### src/rtl/xfer_pkg.sv
package xfer_pkg;
  localparam int ADDR_W = 16;

  typedef enum logic [3:0] {
    K_JMP   = 4'd0,
    K_JCC   = 4'd1,
    K_CALL  = 4'd2,
    K_CCALL = 4'd3,
    K_RET   = 4'd4,
    K_CRET  = 4'd5,
    K_RST   = 4'd6,
    K_PCHL  = 4'd7,
    K_SPHL  = 4'd8,
    K_XCHG  = 4'd9
  } xfer_kind_e;

  typedef enum logic [1:0] {
    M_NONE = 2'd0,
    M_PUSH = 2'd1,
    M_POP  = 2'd2,
    M_XCHG = 2'd3
  } mem_op_e;
endpackage

### src/rtl/xfer_cond.sv
module xfer_cond (
  input  logic [2:0] cond_code,
  input  logic       flag_s,
  input  logic       flag_z,
  input  logic       flag_p,
  input  logic       flag_c,
  output logic       taken
);
  logic picked;

  // bits [2:1] pick the flag, bit 0 is the polarity required
  always_comb begin
    unique case (cond_code[2:1])
      2'd0: picked = flag_z;
      2'd1: picked = flag_c;
      2'd2: picked = flag_p;
      default: picked = flag_s;
    endcase
    taken = (picked == cond_code[0]);
  end
endmodule

### src/rtl/xfer_plan.sv
module xfer_plan
  import xfer_pkg::*;
#(
  parameter int AW        = ADDR_W,
  parameter int RST_SHIFT = 3,
  parameter int PENALTY   = 6,
  parameter int PEN_W     = $clog2(PENALTY + 1)
) (
  input  xfer_kind_e        kind,
  input  logic              taken,
  input  logic [2:0]        rst_num,
  input  logic [AW-1:0]     pc_in,
  input  logic [AW-1:0]     sp_in,
  input  logic [AW-1:0]     hl_in,
  input  logic [AW-1:0]     target,
  output mem_op_e           op,
  output logic [AW-1:0]     new_pc,
  output logic [AW-1:0]     new_sp,
  output logic [AW-1:0]     push_val,
  output logic [PEN_W-1:0]  extra
);
  localparam logic [AW-1:0] OPND_LEN = AW'(2);
  localparam logic [AW-1:0] WORD_LEN = AW'(2);

  function automatic logic [AW-1:0] skip_operand(input logic [AW-1:0] pc);
    return pc + OPND_LEN;
  endfunction

  function automatic logic [AW-1:0] restart_vec(input logic [2:0] n);
    return AW'(n) << RST_SHIFT;
  endfunction

  always_comb begin
    op       = M_NONE;
    new_pc   = pc_in;
    new_sp   = sp_in;
    push_val = skip_operand(pc_in);
    extra    = '0;
    unique case (kind)
      K_JMP: new_pc = target;
      K_JCC: new_pc = taken ? target : skip_operand(pc_in);
      K_CALL: begin
        op     = M_PUSH;
        new_pc = target;
        new_sp = sp_in - WORD_LEN;
      end
      K_CCALL: begin
        new_pc = skip_operand(pc_in);
        if (taken) begin
          op     = M_PUSH;
          new_pc = target;
          new_sp = sp_in - WORD_LEN;
          extra  = PEN_W'(PENALTY);
        end
      end
      K_RET: begin
        op     = M_POP;
        new_sp = sp_in + WORD_LEN;
      end
      K_CRET: begin
        if (taken) begin
          op     = M_POP;
          new_sp = sp_in + WORD_LEN;
          extra  = PEN_W'(PENALTY);
        end
      end
      K_RST: begin
        op       = M_PUSH;
        new_pc   = restart_vec(rst_num);
        new_sp   = sp_in - WORD_LEN;
        push_val = pc_in;
      end
      K_PCHL: new_pc = hl_in;
      K_SPHL: new_sp = hl_in;
      K_XCHG: op = M_XCHG;
      default: ;
    endcase
  end
endmodule

### src/rtl/xfer_stack_unit.sv
module xfer_stack_unit
  import xfer_pkg::*;
#(
  parameter int AW        = ADDR_W,
  parameter int RST_SHIFT = 3,
  parameter int PENALTY   = 6,
  parameter int PEN_W     = $clog2(PENALTY + 1)
) (
  input  logic             clk,
  input  logic             rst_n,
  input  logic             start,
  input  logic [3:0]       kind,
  input  logic [2:0]       cond_code,
  input  logic [2:0]       rst_num,
  input  logic             flag_s,
  input  logic             flag_z,
  input  logic             flag_p,
  input  logic             flag_c,
  input  logic [AW-1:0]    pc_in,
  input  logic [AW-1:0]    sp_in,
  input  logic [AW-1:0]    hl_in,
  input  logic [AW-1:0]    target,
  output logic             mem_req,
  output logic             mem_we,
  output logic [AW-1:0]    mem_addr,
  output logic [AW-1:0]    mem_wdata,
  input  logic [AW-1:0]    mem_rdata,
  input  logic             mem_ready,
  output logic             done,
  output logic [AW-1:0]    pc_out,
  output logic [AW-1:0]    sp_out,
  output logic [AW-1:0]    hl_out,
  output logic [PEN_W-1:0] extra_cycles
);
  typedef enum logic [2:0] {S_IDLE, S_PUSH, S_POP, S_XRD, S_XWR} st_e;

  st_e             st;
  xfer_kind_e      kind_e, kind_q;
  logic            taken;
  mem_op_e         plan_op;
  logic [AW-1:0]   plan_pc, plan_sp, plan_push;
  logic [PEN_W-1:0] plan_extra;
  logic [AW-1:0]   sp_q, hl_q, push_q, swap_q;
  logic            accept, access_done;

  assign kind_e = xfer_kind_e'(kind);

  xfer_cond u_cond (
    .cond_code(cond_code), .flag_s(flag_s), .flag_z(flag_z),
    .flag_p(flag_p), .flag_c(flag_c), .taken(taken)
  );

  xfer_plan #(.AW(AW), .RST_SHIFT(RST_SHIFT), .PENALTY(PENALTY), .PEN_W(PEN_W)) u_plan (
    .kind(kind_e), .taken(taken), .rst_num(rst_num), .pc_in(pc_in),
    .sp_in(sp_in), .hl_in(hl_in), .target(target), .op(plan_op),
    .new_pc(plan_pc), .new_sp(plan_sp), .push_val(plan_push), .extra(plan_extra)
  );

  // named events for the checks below
  assign accept      = start && (st == S_IDLE);
  assign access_done = mem_req && mem_ready;

  always_comb begin
    mem_req   = (st != S_IDLE);
    mem_we    = (st == S_PUSH) || (st == S_XWR);
    mem_addr  = (st == S_PUSH) ? sp_out : sp_q;
    mem_wdata = (st == S_XWR) ? hl_q : push_q;
  end

  always_ff @(posedge clk) begin
    if (!rst_n) begin
      st           <= S_IDLE;
      kind_q       <= K_JMP;
      done         <= 1'b0;
      pc_out       <= '0;
      sp_out       <= '0;
      hl_out       <= '0;
      extra_cycles <= '0;
      sp_q         <= '0;
      hl_q         <= '0;
      push_q       <= '0;
      swap_q       <= '0;
    end else begin
      done <= 1'b0;
      unique case (st)
        S_IDLE: if (accept) begin
          kind_q       <= kind_e;
          pc_out       <= plan_pc;
          sp_out       <= plan_sp;
          hl_out       <= hl_in;
          extra_cycles <= plan_extra;
          sp_q         <= sp_in;
          hl_q         <= hl_in;
          push_q       <= plan_push;
          unique case (plan_op)
            M_PUSH:  st <= S_PUSH;
            M_POP:   st <= S_POP;
            M_XCHG:  st <= S_XRD;
            default: done <= 1'b1;
          endcase
        end
        S_PUSH: if (mem_ready) begin
          st   <= S_IDLE;
          done <= 1'b1;
        end
        S_POP: if (mem_ready) begin
          pc_out <= mem_rdata;
          st     <= S_IDLE;
          done   <= 1'b1;
        end
        S_XRD: if (mem_ready) begin
          swap_q <= mem_rdata;
          st     <= S_XWR;
        end
        S_XWR: if (mem_ready) begin
          hl_out <= swap_q;
          st     <= S_IDLE;
          done   <= 1'b1;
        end
        default: st <= S_IDLE;
      endcase
    end
  end

  // a push writes one word below the stack pointer seen at start
  p_push_addr_r1: assert property (@(posedge clk) disable iff (!rst_n)
    (st == S_PUSH) |-> (mem_we && mem_addr == sp_q - AW'(2)));

  // a stalled request holds every field
  p_stall_hold_r10: assert property (@(posedge clk) disable iff (!rst_n)
    (mem_req && !mem_ready) |=> (mem_req && $stable(mem_addr) && $stable(mem_we) && $stable(mem_wdata)));

  // the swap leaves the stack pointer alone
  p_xchg_sp_r9: assert property (@(posedge clk) disable iff (!rst_n)
    (done && kind_q == K_XCHG) |-> (sp_out == sp_q));

  // restart targets are aligned vectors in the low page
  p_rst_vec_r7: assert property (@(posedge clk) disable iff (!rst_n)
    (accept && kind_e == K_RST) |=> (pc_out[RST_SHIFT-1:0] == '0 && pc_out < AW'(8 << RST_SHIFT)));

  // a penalty is reported only by conditional call or return
  p_extra_r6: assert property (@(posedge clk) disable iff (!rst_n)
    (done && extra_cycles != '0) |-> (kind_q == K_CCALL || kind_q == K_CRET));

  // a start during a transfer does not replace the captured kind
  p_busy_ignore_r11: assert property (@(posedge clk) disable iff (!rst_n)
    (start && st != S_IDLE && !access_done) |=> $stable(kind_q));
endmodule

### config.mk
export PLATFORM = sky130hd
export DESIGN_NAME = xfer_stack_unit
export DESIGN_NICKNAME = d
export VERILOG_FILES = /design/src/rtl/xfer_pkg.sv /design/src/rtl/xfer_cond.sv /design/src/rtl/xfer_plan.sv /design/src/rtl/xfer_stack_unit.sv
export SDC_FILE = /design/constraint.sdc
export NUM_CORES = 1
export LEC_CHECK = 0
export BUFFER_PORTS_ARGS = -buffer_cell sky130_fd_sc_hd__buf_4
export CAP_MARGIN = 40
export CELL_PAD_IN_SITES_DETAIL_PLACEMENT = 1
export CELL_PAD_IN_SITES_GLOBAL_PLACEMENT = 1
export CORE_UTILIZATION = 25
export DETAILED_ROUTE_END_ITERATION = 10
export GPL_ROUTABILITY_DRIVEN = 0
export MAX_ROUTING_LAYER = met4
export PLACE_DENSITY = 0.66
export SYNTH_ARGS = -nofsm -noshare
export SYNTH_HDL_FRONTEND = slang
export SYNTH_SLANG_ARGS = --single-unit
### constraint.sdc
create_clock -name clk -period 8.91 [get_ports clk]
set_clock_uncertainty 0.1 [all_clocks]
set_input_delay 1.782 -clock clk [delete_from_list [all_inputs] [get_ports clk]]
set_output_delay 1.782 -clock clk [all_outputs]
set_load 0.05 [all_outputs]
==> results.ini <==
[sta]
fmax_mhz=237
worst_slew_pin_slew_ps=817
totalNegativeSetupSlack_ps=0
setup_viol=0
worst_slack_ps=4700
rsz0062_at_grt=false
slew_violations=0
hold_violations=0
layout_worst_path_cycle_share_pct=47.3
period_minus_slack_ps=4210
slew-limit-headroom_pct=45.5

[power_and_ir_drop]
power_switching_share_pct=36.7
power.static_leakage_nw=3.66
cellPowerDensity_nw_per_um2=207
cell_int_power_mw=1.20
power.share.sequential_pct=32.1
p_comb_share_pct=30.9
power.net_switching_uw=697
vdd_ir_drop_max_mv=0.113
pwr-share-clk_pct=37.0

[synth]
synth.avg_cell_area_sq_um=7.75
ys_dominant_reg_cell=dfxtp_1
synth_nets=1001
synth_edf_count=0
synth_top_area_share_pct=33.7
count_of_unique_library_cells_instantiated_by_yosys=74
yosys-top-cells-area=dfxtp_1 34%, nand2_1 8.3%, a21oi_1 6.8%
synth-seq-area-share_pct=33.7
syn_inst=896
cell_area_after_technology_mapping_sq_um=6950
yosys_warnings=0
netlist.top_cell.by_area=dfxtp_1
count_of_state_elements_after_synthesis=117
asyncSetResetFlopFracSynth_pct=0

[global_routing]
number_of_antenna_violations_at_the_first_check_in_global_routing=1
first_pass_grt_wire_length_mm=43.8
grt_remaining_overflow=0
grt_pass1_vias=7399
grt_start_max_net_pins=81
grtUsageTotal_pct=20.9

[worst_setup_path]
crit_path_cell_trace=buf_4 -> mux2i_1 -> mux2_2 -> o21ai_0 -> and3_1 -> ha_1 -> nand2b_1 -> nand3_1 -> a31oi_1 -> mux2i_1 -> nor2_1
worstPathRequired_ps=9100
crit_type=in2reg
ff2ff_setup_slack_ps=5890
timing.rr.start=st[1]
setup.worst_path.start=cond_code[1]
endpoint=st[1]
cp_common_cell=mux2i_1
r2r-end=sp_out[8]
worst_path_largest_cell_delay_ps=440
critical_path.endpoint_type=flip-flop
critPathLaunchType=input port
worst-r2r-cell-count=7
timing.critical_path.slowest_stage_cell=o21ai_0
crit_path_max_fanout=4
arrival_ps=4410

[outcome]
outcome=completed

[clock_tree]
post_cts.resized_instances=0
clock-sinks=117
clk_root_buffer_cell=clkbuf_16
post-cts-setup-buffers=0
total_cts_buffers=17
cts.clk_slew.worst_paths_ps=60
clock_tree_from_tritoncts=done
insertion_delay_of_the_later_clocked_pin_in_the_worst_skew_pair_ps=420
postCtsHoldBufs=0
h_tree_lvls=4
max-clock-path-buffers=2

[finish]
fraction_of_final_layout_cells_sized_beyond_drive_strength_1_pct=27.0
nNetsFinal=1141
nFillCells=3260
mostFrequentLayoutCells=193 x buf_4, 154 x nand2_1, 117 x dfxtp_1
post_layout_nonfiller_instances=1422
area_growth_syn_to_layout_pct=32.4
layout.cells.most_common=buf_4

[detailed_routing]
drc_violation_count_after_routing=0
routed-via-count=7279
drt-vias-per-instance=5.12
route.antenna.remaining_nets=0
drtIter0Drc=436
drt-wirelength-per-cell_microns=19.8
finalWirelength_mm=28.2
detailedRoute.firstPassIterationCount=5

[floorplanning]
core_sq_um=27100
initial_utilization_pct=25.6
floorplan.die_area_sq_um=28500
rows=60
die_height_microns=169
die-width_microns=169
num_io_pins=184

[hold_path]
worst_hold_path_type=reg2reg
timing.hold.worst_path_depth=2

[placed_design]
detailed_place_hpwl_mm=20.5
place_inst=1389
place_worst_setup_slack_ps=4230
port_buffers=182

[flow_run]
timing.max_cap.violations=0

## cell type report
class | instances | area (sq um) | share of cell area [%]
Antenna cell | 1 | 2.50 | 0.0272
Clock buffer | 21 | 470 | 5.11
Clock inverter | 11 | 123 | 1.33
Inverter | 11 | 41.3 | 0.449
Multi-Input combinational cell | 694 | 4280 | 46.5
Sequential cell | 117 | 2340 | 25.5
Tap cell | 372 | 465 | 5.06
Timing Repair Buffer | 195 | 1480 | 16.0
## logic make-up after synthesis
| family | Yosys count | synth area share (%) |
|---|---|---|
| AND/OR/NAND/NOR | 337 | 22.9 |
| AO/OA/AOI/OAI | 259 | 23.8 |
| flip-flops | 117 | 33.7 |
| buffers and inverters | 85 | 5.02 |
| multiplexers | 62 | 9.72 |
| XOR/XNOR | 28 | 3.53 |
| adder cells (fa/ha/maj) | 7 | 1.26 |
| other | 1 | 0.0540 |
## Yosys cell counts, drive strengths merged, types with 5 or more instances
cell type and instances:
buf 25, mux2i 28, nor2b 5, o211ai 5
a221o 9, a21o 6, a21oi 95, nor3 20
mux2 34, or2 5, a31oi 10, dfxtp 117
ha 7, a211oi 30, xnor2 16, clkbuf 49
nand3 23, inv 10, xor2 12, and3 10
nand2b 6, nor4 6, o21ai 48, nor2 73
a221oi 15, nand2 155
## state kept, by name, indices dropped and copies added (netlist names)
register	cells
pc_out	16
sp_q	16
done	1
sp_out	16
hl_q	16
swap_q	16
extra_cycles	1
hl_out	16
push_q	16
st	3
## worst max-delay path, delay by kind of cell
family	cells	cell delay, ps
and+or+nand+nor	4	510
adders and majority gates	1	260
muxes	3	1030
buffers and inverters	1	90
AOI/OAI and AO/OA	2	740
## worst min path at each step
stage,from,endpoint,slack (ps)
6_report,hl_q[14],hl_q[14],350
5_1_grt,hl_q[2],hl_q[2],370
4_1_cts,hl_q[9],hl_q[9],350
3_5_place_dp,hl_q[9],hl_q[9],340
3_3_place_gp,hl_q[2],hl_q[2],340
2_1_floorplan,push_q[1],push_q[1],330
## power by group through the flow
stage | Combinational, mW | Clock, mW | Sequential [mW]
finish | 0.588 | 0.704 | 0.610
global route | 0.630 | 0.741 | 0.618
CTS | 0.594 | 0.718 | 0.611
detailed placement | 0.591 | 0 | 0.622
global placement | 0.584 | 0 | 0.621
floorplan | 0.293 | 0 | 0.709
## metrics by stage
stage | cell area [sq um] | total power [mW] | utilization, % | hold WS [ps]
floorplan | 6950 | 1.00 | - | 329
global placement | 8570 | 1.20 | 31.6 | 339
detailed placement | 8600 | 1.21 | 31.7 | 345
CTS | 9200 | 1.92 | 33.9 | 354
global route | 9200 | 1.99 | 33.9 | 369
finish | 9200 | 1.90 | 33.9 | 353
## metal layers
layer	part of all wire, %	GRT usage [%]	vias to the layer above
met5	0	-	-
met1	45	25.8	3533
li1	-	-	3506
met4	1.5	5.30	0
met2	49	35.1	207
met3	4.5	3.72	33
(Power assumes the default switching activity.)
